**src/rtl/mux_ldr_pkg.sv**
```systemverilog
package mux_ldr_pkg;

  // Layout of a setup word; the two header bits steer the command.
  typedef struct packed {
    logic       is_setup;   // bit 15
    logic       is_tx;      // bit 14
    logic       enable;     // bit 13
    logic       opt_a;      // bit 12: parity (tx) / echo (rx)
    logic       opt_b;      // bit 11: sync (tx) / diagnose (rx)
    logic [2:0] char_len;   // bits 10:8
    logic [7:0] rate;       // bits 7:0
  } setup_word_t;

  typedef enum logic [1:0] {
    CMD_NONE = 2'd0,
    CMD_XPAR = 2'd1,
    CMD_RPAR = 2'd2,
    CMD_DATA = 2'd3
  } cmd_kind_t;

  localparam int CHAN_LSB = 10;

endpackage

```
**src/rtl/mux_ldr_decode.sv**
```systemverilog
module mux_ldr_decode
  import mux_ldr_pkg::*;
#(
  parameter int NUM_USER = 16,
  parameter int NUM_RX   = 21,
  parameter int CH_W     = 5
) (
  input  logic            valid,
  input  logic [15:0]     hi_word,
  input  logic [15:0]     lo_word,
  output cmd_kind_t       kind,
  output logic [CH_W-1:0] chan
);
  setup_word_t hdr;

  always_comb begin
    hdr  = setup_word_t'(lo_word);
    chan = hi_word[CHAN_LSB +: CH_W];
    kind = CMD_NONE;
    if (valid) begin
      if (hdr.is_setup) begin
        if (hdr.is_tx && (chan < CH_W'(NUM_USER)))       kind = CMD_XPAR;
        else if (!hdr.is_tx && (chan < CH_W'(NUM_RX)))   kind = CMD_RPAR;
      end else if (hdr.is_tx && (chan < CH_W'(NUM_USER))) begin
        kind = CMD_DATA;
      end
    end
  end
endmodule

```
**src/rtl/mux_ldr_param_file.sv**
```systemverilog
module mux_ldr_param_file #(
  parameter int DEPTH  = 16,
  parameter int WORD_W = 16,
  parameter int CH_W   = 5
) (
  input  logic              clk,
  input  logic              rst,
  input  logic              we,
  input  logic [CH_W-1:0]   wchan,
  input  logic [WORD_W-1:0] wdata,
  input  logic [CH_W-1:0]   rchan,
  output logic [WORD_W-1:0] rdata
);
  logic [WORD_W-1:0] mem [DEPTH];

  always_ff @(posedge clk) begin
    if (rst) begin
      for (int i = 0; i < DEPTH; i++) mem[i] <= '0;
    end else if (we && (wchan < CH_W'(DEPTH))) begin
      mem[wchan] <= wdata;
    end
  end

  always_comb begin
    rdata = '0;
    if (rchan < CH_W'(DEPTH)) rdata = mem[rchan];
  end
endmodule

```
**src/rtl/mux_ldr_tx_line.sv**
```systemverilog
module mux_ldr_tx_line #(
  parameter int CHAR_W     = 10,
  parameter int WAIT_TICKS = 500
) (
  input  logic              clk,
  input  logic              rst,
  input  logic              load,
  input  logic [CHAR_W-1:0] load_char,
  output logic [CHAR_W-1:0] xbuf,
  output logic              busy,
  output logic              lost,
  output logic              done
);
  localparam int CNT_W = $clog2(WAIT_TICKS + 1);

  logic [CNT_W-1:0] remain;

  assign busy = (remain != '0);

  always_ff @(posedge clk) begin
    if (rst) begin
      remain <= '0;
      xbuf   <= '0;
      lost   <= 1'b0;
      done   <= 1'b0;
    end else begin
      done <= busy && (remain == CNT_W'(1));
      if (load) xbuf <= load_char;
      if (load && busy) lost <= 1'b1;
      if (load && !busy)  remain <= CNT_W'(WAIT_TICKS);
      else if (busy)      remain <= remain - CNT_W'(1);
    end
  end
endmodule

```
**src/rtl/mux_line_loader.sv**
```systemverilog
module mux_line_loader
  import mux_ldr_pkg::*;
#(
  parameter int NUM_USER   = 16,
  parameter int NUM_DIAG   = 5,
  parameter int CHAR_W     = 10,
  parameter int WAIT_TICKS = 500
) (
  input  logic                clk,
  input  logic                rst,
  input  logic                cmd_valid,
  output logic                cmd_ready,
  input  logic [15:0]         cmd_hi,
  input  logic [15:0]         cmd_lo,
  input  logic [4:0]          rd_chan,
  output logic [15:0]         rd_xpar,
  output logic [15:0]         rd_rpar,
  output logic [CHAR_W-1:0]   rd_xbuf,
  output logic [1:0]          rd_status,
  output logic [NUM_USER-1:0] tx_done
);
  localparam int NUM_RX = NUM_USER + NUM_DIAG;
  localparam int CH_W   = 5;
  localparam int LIDX_W = $clog2(NUM_USER);

  cmd_kind_t       kind;
  logic [CH_W-1:0] chan;

  logic [NUM_USER-1:0] load_vec;
  logic [NUM_USER-1:0] busy_vec;
  logic [NUM_USER-1:0] lost_vec;
  logic [CHAR_W-1:0]   xbuf_arr [NUM_USER];

  assign cmd_ready = 1'b1;

  mux_ldr_decode #(
    .NUM_USER(NUM_USER), .NUM_RX(NUM_RX), .CH_W(CH_W)
  ) dec_i (
    .valid(cmd_valid && cmd_ready), .hi_word(cmd_hi), .lo_word(cmd_lo),
    .kind(kind), .chan(chan)
  );

  mux_ldr_param_file #(.DEPTH(NUM_USER), .WORD_W(16), .CH_W(CH_W)) xpar_i (
    .clk(clk), .rst(rst), .we(kind == CMD_XPAR), .wchan(chan),
    .wdata(cmd_lo), .rchan(rd_chan), .rdata(rd_xpar)
  );

  mux_ldr_param_file #(.DEPTH(NUM_RX), .WORD_W(16), .CH_W(CH_W)) rpar_i (
    .clk(clk), .rst(rst), .we(kind == CMD_RPAR), .wchan(chan),
    .wdata(cmd_lo), .rchan(rd_chan), .rdata(rd_rpar)
  );

  for (genvar g = 0; g < NUM_USER; g++) begin : g_line
    assign load_vec[g] = (kind == CMD_DATA) && (chan == CH_W'(g));
    mux_ldr_tx_line #(.CHAR_W(CHAR_W), .WAIT_TICKS(WAIT_TICKS)) line_i (
      .clk(clk), .rst(rst), .load(load_vec[g]),
      .load_char(cmd_lo[CHAR_W-1:0]), .xbuf(xbuf_arr[g]),
      .busy(busy_vec[g]), .lost(lost_vec[g]), .done(tx_done[g])
    );
  end

  always_comb begin
    rd_xbuf   = '0;
    rd_status = '0;
    if (rd_chan < CH_W'(NUM_USER)) begin
      rd_xbuf   = xbuf_arr[rd_chan[LIDX_W-1:0]];
      rd_status = {lost_vec[rd_chan[LIDX_W-1:0]], busy_vec[rd_chan[LIDX_W-1:0]]};
    end
  end
endmodule

```
**config.mk**
```make
export PLATFORM = sky130hd
export DESIGN_NAME = mux_line_loader
export DESIGN_NICKNAME = d
export VERILOG_FILES = /design/src/rtl/mux_ldr_pkg.sv /design/src/rtl/mux_ldr_decode.sv /design/src/rtl/mux_ldr_param_file.sv /design/src/rtl/mux_ldr_tx_line.sv /design/src/rtl/mux_line_loader.sv
export SDC_FILE = /design/constraint.sdc
export NUM_CORES = 2
export LEC_CHECK = 0
export CORE_MARGIN = 2
export CORE_UTILIZATION = 58
export CTS_BUF_LIST = sky130_fd_sc_hd__clkbuf_8
export DETAILED_ROUTE_END_ITERATION = 10
export PLACE_DENSITY = 0.81
export SLEW_MARGIN = 20
export SYNTH_ARGS = -nofsm -noshare
export SYNTH_HDL_FRONTEND = slang
export SYNTH_HIERARCHICAL = 1
export SYNTH_SLANG_ARGS = --single-unit
```
**constraint.sdc**
```tcl
create_clock -name clk -period 2.3 [get_ports clk]
set_input_delay 0.23 -clock clk [delete_from_list [all_inputs] [get_ports clk]]
set_output_delay 0.23 -clock clk [all_outputs]
set_load 0.05 [all_outputs]
```
==> impl_summary.log <==
[metrics] startpoint of the lowest-slack hold path: cmd_lo[9]
[metrics] average instance area after synthesis: around 12 sq um
[metrics] highest routing layer actually used: met5
[metrics] switching share of total power: ~33%
[metrics] Post-Synthesis Cell Area: 45500 sq um
[metrics] count of unique library cells instantiated by Yosys: 76
[metrics] met3 routed WL: between 10 and 15 mm
[metrics] number of nets in the finished design: 4331
[metrics] number of buffers inserted during clock tree synthesis: between 150 and 200
[metrics] initial core utilization: a little under 60%
[metrics] setup repair after global routing missed its margin: true
[metrics] Register-to-Register Setup Slack: 0.14 ns
[metrics] portion of the post-synthesis area used by sequential elements: 53.8%
[metrics] area enclosed by the die boundary: a little over 80000 sq um
[metrics] via count: 33700
[metrics] flip-flop and latch count after synthesis: 928
[metrics] library cell occupying the most area in the post-synthesis netlist: sky130_fd_sc_hd__edfxtp_1
[metrics] worst slack at placement: -0.819 ns
[metrics] maximum clock path buffer count: 3
[metrics] Routed Antenna Nets: 0
[metrics] DIE HEIGHT: about 280 microns
[metrics] area inside the core boundary: 77600 sq um
[metrics] Int Pwr: around 34 mW
[metrics] share of total power in combinational logic: 29.6%
[metrics] Post-synth EDFFs: a little under 600
[metrics] post-layout minimum cycle time: 2.97 ns
[metrics] largest fanout on the critical path: 2
[metrics] end point of the most critical hold path: g_line[3].line_i/xbuf[9]
[metrics] Met1 Routed Length: 47.8 mm
[metrics] buffer type at the clock tree root: sky130_fd_sc_hd__clkbuf_8
[metrics] Flop pwr share: 41.5%
[metrics] routed wire length on met2: just under 60 mm
[metrics] final HPWL from detailed placement: slightly below 80 mm
[metrics] Pwr per Cell Area: 917 nW/um^2
[metrics] count of buffers from port buffering: 88
[metrics] Syn. warnings: 6
[metrics] setup skew after layout: roughly 0.032 ns
[metrics] Setup Viol. Count Final: 41
[metrics] share of Yosys cell area claimed by the top area cell type: slightly below 40%
[metrics] instance count along the most critical hold path: 3
[metrics] switching power of the nets: 16.8 mW
[metrics] number of maximum-capacitance constraint violations: 0
[metrics] clock insertion delay at the later pin of the skew report: ~0.8 ns
[metrics] final critical-path setup slack: -0.675 ns
[metrics] Critical Setup Path Class: register to output port
[metrics] number of DRC markers in iteration 0: between 3000 and 4000
[metrics] number of pins with negative max-slew slack in the final report: 0
[metrics] ranking of synthesized cells by area: sky130_fd_sc_hd__edfxtp_1 (39%), sky130_fd_sc_hd__dfxtp_1 (15%), sky130_fd_sc_hd__mux2i_1 (9.0%)
[metrics] Post-synth top flop: sky130_fd_sc_hd__edfxtp_1
[metrics] fraction of power consumed by the clock network: between 20 and 30%
[metrics] share of post-route cells with drive strength above 1: between 20 and 30%
[metrics] CTS clk-pin slew, worst paths: approximately 0.060 ns
[metrics] number of optimization iterations in the first detailed-route pass: 6
[metrics] Register-to-Register Path Depth: 6
[metrics] Max Fclk: around 340 MHz
[metrics] Overflow after GRT: 0
[metrics] overall die width: around 280 microns
[metrics] Final Hold Violating Endpoints: 0
[metrics] Synth async-reset ratio: 0%
[metrics] RR Endpoint: g_line[9].line_i/remain[1]
[metrics] number of ports placed on the die boundary: between 100 and 150
[metrics] vias per cell: 6.23
[metrics] Slew Limit Headroom: between 50 and 60%
[metrics] maximum number of pins on one net before global-route repair: 97
[metrics] initial antenna violation count: 7
[metrics] TritonCTS clock tree: yes
[metrics] via count of the first global-routing pass: 32900
[metrics] CP Launch Type: register
[metrics] CTS sink count: around 930
[metrics] weighted congestion reported at the end of routability-driven placement: 0.885
[metrics] level count of the clock H-tree: 4
[metrics] result of the run: finished with violations
[metrics] global-route wire length before repair: about 190 mm
[metrics] VDD IR max: 0.000845 V
[metrics] leakage component of the power: between 20 and 25 nW
[metrics] Critical Path RT: ~2.1 ns
[metrics] Post-Synthesis Cells: 3923
[metrics] cell area reported after detailed placement: between 50000 and 60000 sq um
[metrics] remaining design rule violation count: 0
[metrics] total track usage: between 20% and 30%
[metrics] worst hold margin: 0.0733 ns
[metrics] arrival time at the worst endpoint: 2.74 ns
[metrics] worst hold path type: input port to register
[metrics] post-route cell area: 55000 sq um
[metrics] Layout area overhead: 20.7%
[metrics] Synthesized Nets: 4011
[metrics] critical path capture point type: output port
[metrics] period utilisation layout: 129%
[metrics] worst r2r src: g_line[9].line_i/remain[1]
[metrics] pin slew with the least headroom to its limit: between 0.6 and 0.7 ns
[metrics] violations in the final reports: negative setup slack
[metrics] detailed-route wire length: 124 mm
[metrics] Avg WL per Cell: around 23 microns
[metrics] row count: 102
==> worst max path at each step <==
| stage | cells after the start | to | start | slack (ns) |
|---|---|---|---|---|
| global route | 9 | rd_status[0] | g_line[2].line_i/remain[1] | -0.75 |
| floorplan | 9 | g_line[5].line_i/xbuf[0] | cmd_hi[13] | 0.01 |
| global placement | 12 | rpar_i/mem[7][11] | cmd_hi[14] | -0.76 |
| finish | 9 | rd_status[0] | g_line[2].line_i/remain[1] | -0.67 |
| CTS | 9 | rd_status[0] | g_line[2].line_i/remain[1] | -0.70 |
| detailed placement | 12 | rpar_i/mem[7][14] | cmd_hi[14] | -0.82 |
==> registers in the layout (all words and copies together), names as in the netlist <==
signal / count
xpar_i/mem: 256
g_line.line_i/done: 16
g_line.line_i/lost: 16
g_line.line_i/xbuf: 160
rpar_i/mem: 336
g_line.line_i/remain: 144
==> cells in the mapped netlist, types with 55 or more instances <==
| cell | instances |
|---|---|
| sky130_fd_sc_hd__mux2i_1 | 411 |
| sky130_fd_sc_hd__mux4_2 | 60 |
| sky130_fd_sc_hd__dfxtp_1 | 336 |
| sky130_fd_sc_hd__a22oi_1 | 83 |
| sky130_fd_sc_hd__nor2_1 | 282 |
| sky130_fd_sc_hd__a21oi_1 | 131 |
| sky130_fd_sc_hd__and2_1 | 595 |
| sky130_fd_sc_hd__inv_1 | 110 |
| sky130_fd_sc_hd__clkbuf_1 | 177 |
| sky130_fd_sc_hd__o21ai_0 | 79 |
| sky130_fd_sc_hd__edfxtp_1 | 592 |
| sky130_fd_sc_hd__nand3_1 | 55 |
| sky130_fd_sc_hd__nand2_1 | 80 |
==> per-stage QoR <==
step / total power [mW] / util (%) / cells / setup TNS [ns]
finish: 50.4 / 70.8 / 5405 / -5.67
global route: 52.8 / 70.8 / 5405 / -7.51
CTS: 50.0 / 70.2 / 5389 / -7.04
detailed placement: 35.0 / 64.7 / 5112 / -845.20
global placement: 34.6 / 64.7 / 5112 / -788.66
floorplan: 30.6 / - / 3923 / 0
==> cell usage in the layout, fill, tap and decap left out, types with 23 or more instances in the layout <==
| cell type | instances |
|---|---|
| sky130_fd_sc_hd__buf_4 | 299 |
| sky130_fd_sc_hd__and2_1 | 594 |
| sky130_fd_sc_hd__dfxtp_1 | 329 |
| sky130_fd_sc_hd__a2111oi_0 | 31 |
| sky130_fd_sc_hd__mux4_2 | 60 |
| sky130_fd_sc_hd__a31o_2 | 32 |
| sky130_fd_sc_hd__clkbuf_8 | 175 |
| sky130_fd_sc_hd__nor2_1 | 278 |
| sky130_fd_sc_hd__or4_1 | 48 |
| sky130_fd_sc_hd__a22oi_1 | 82 |
| sky130_fd_sc_hd__nand2_1 | 60 |
| sky130_fd_sc_hd__buf_12 | 104 |
| sky130_fd_sc_hd__buf_6 | 23 |
| sky130_fd_sc_hd__a41oi_1 | 32 |
| sky130_fd_sc_hd__nand3_1 | 32 |
| sky130_fd_sc_hd__o221ai_2 | 27 |
| sky130_fd_sc_hd__nor3_1 | 32 |
| sky130_fd_sc_hd__inv_1 | 150 |
| sky130_fd_sc_hd__edfxtp_1 | 592 |
| sky130_fd_sc_hd__mux2i_1 | 395 |
| sky130_fd_sc_hd__o21ai_1 | 47 |
| sky130_fd_sc_hd__clkdlybuf4s50_1 | 29 |
| sky130_fd_sc_hd__nor4_1 | 32 |
| sky130_fd_sc_hd__a21oi_1 | 124 |
| sky130_fd_sc_hd__nand2b_1 | 30 |
| sky130_fd_sc_hd__or2_2 | 38 |
| sky130_fd_sc_hd__o31ai_1 | 32 |
| sky130_fd_sc_hd__ha_1 | 44 |
| sky130_fd_sc_hd__o21ai_0 | 48 |
==> cell type report <==
cell class                 count  area, sq um
sequential                   928        24500
multi-input combinational   2569        20500
clock inverter                99          687
antenna                        2         5.00
timing repair buffer         482         5150
fill                        5088        22600
inverter                     111          417
clock buffer                 174         2390
tap                         1040         1300
==> timing repair <==
item / CTS / global route
pin swaps: 57 / 40
endpoints found under the setup margin: 43 / 414
endpoints found under the hold margin: 128 / 0
resized for setup: 219 / 80
setup buffers: 6 / 14
gates cloned: 0 / 1
hold buffers: 10 / 0
==> power groups by stage <==
stage	Clock (mW)	Combinational, mW	Sequential [mW]
floorplan	0	9.90	20.7
global route	15.4	16.2	21.1
global placement	0	13.6	21.0
finish	14.6	14.9	20.9
CTS	14.7	14.5	20.8
detailed placement	0	13.9	21.1
==> critical path, cell delays in order, from the launching register on <==
cell	delay (ns)
sky130_fd_sc_hd__dfxtp_2	0.32
sky130_fd_sc_hd__inv_2	0.08
sky130_fd_sc_hd__ha_4	0.13
sky130_fd_sc_hd__nor4b_4	0.26
sky130_fd_sc_hd__nand2_2	0.13
sky130_fd_sc_hd__mux4_2	0.48
sky130_fd_sc_hd__nand2b_4	0.17
sky130_fd_sc_hd__nand3_4	0.12
sky130_fd_sc_hd__nand2_4	0.08
sky130_fd_sc_hd__buf_12	0.15
==> metal layers <==
layer / vias to the layer above / track usage, %
li1: 15100 / -
met1: 16400 / 39.1
met2: 1789 / 48.0
met3: 323 / 5.78
met4: 4 / 13.0
met5: - / 0
==> kinds of logic after synthesis <==
logic type	after synthesis	synth area share, %
AND/OR/NAND/NOR	1415	18.6
flip-flops	928	53.8
AO/OA/AOI/OAI	634	9.72
multiplexers	471	12.0
buffers and inverters	426	4.57
adder cells (fa/ha/maj)	48	1.32
other	1	0.00824
Power figures use the tool's default switching activity.
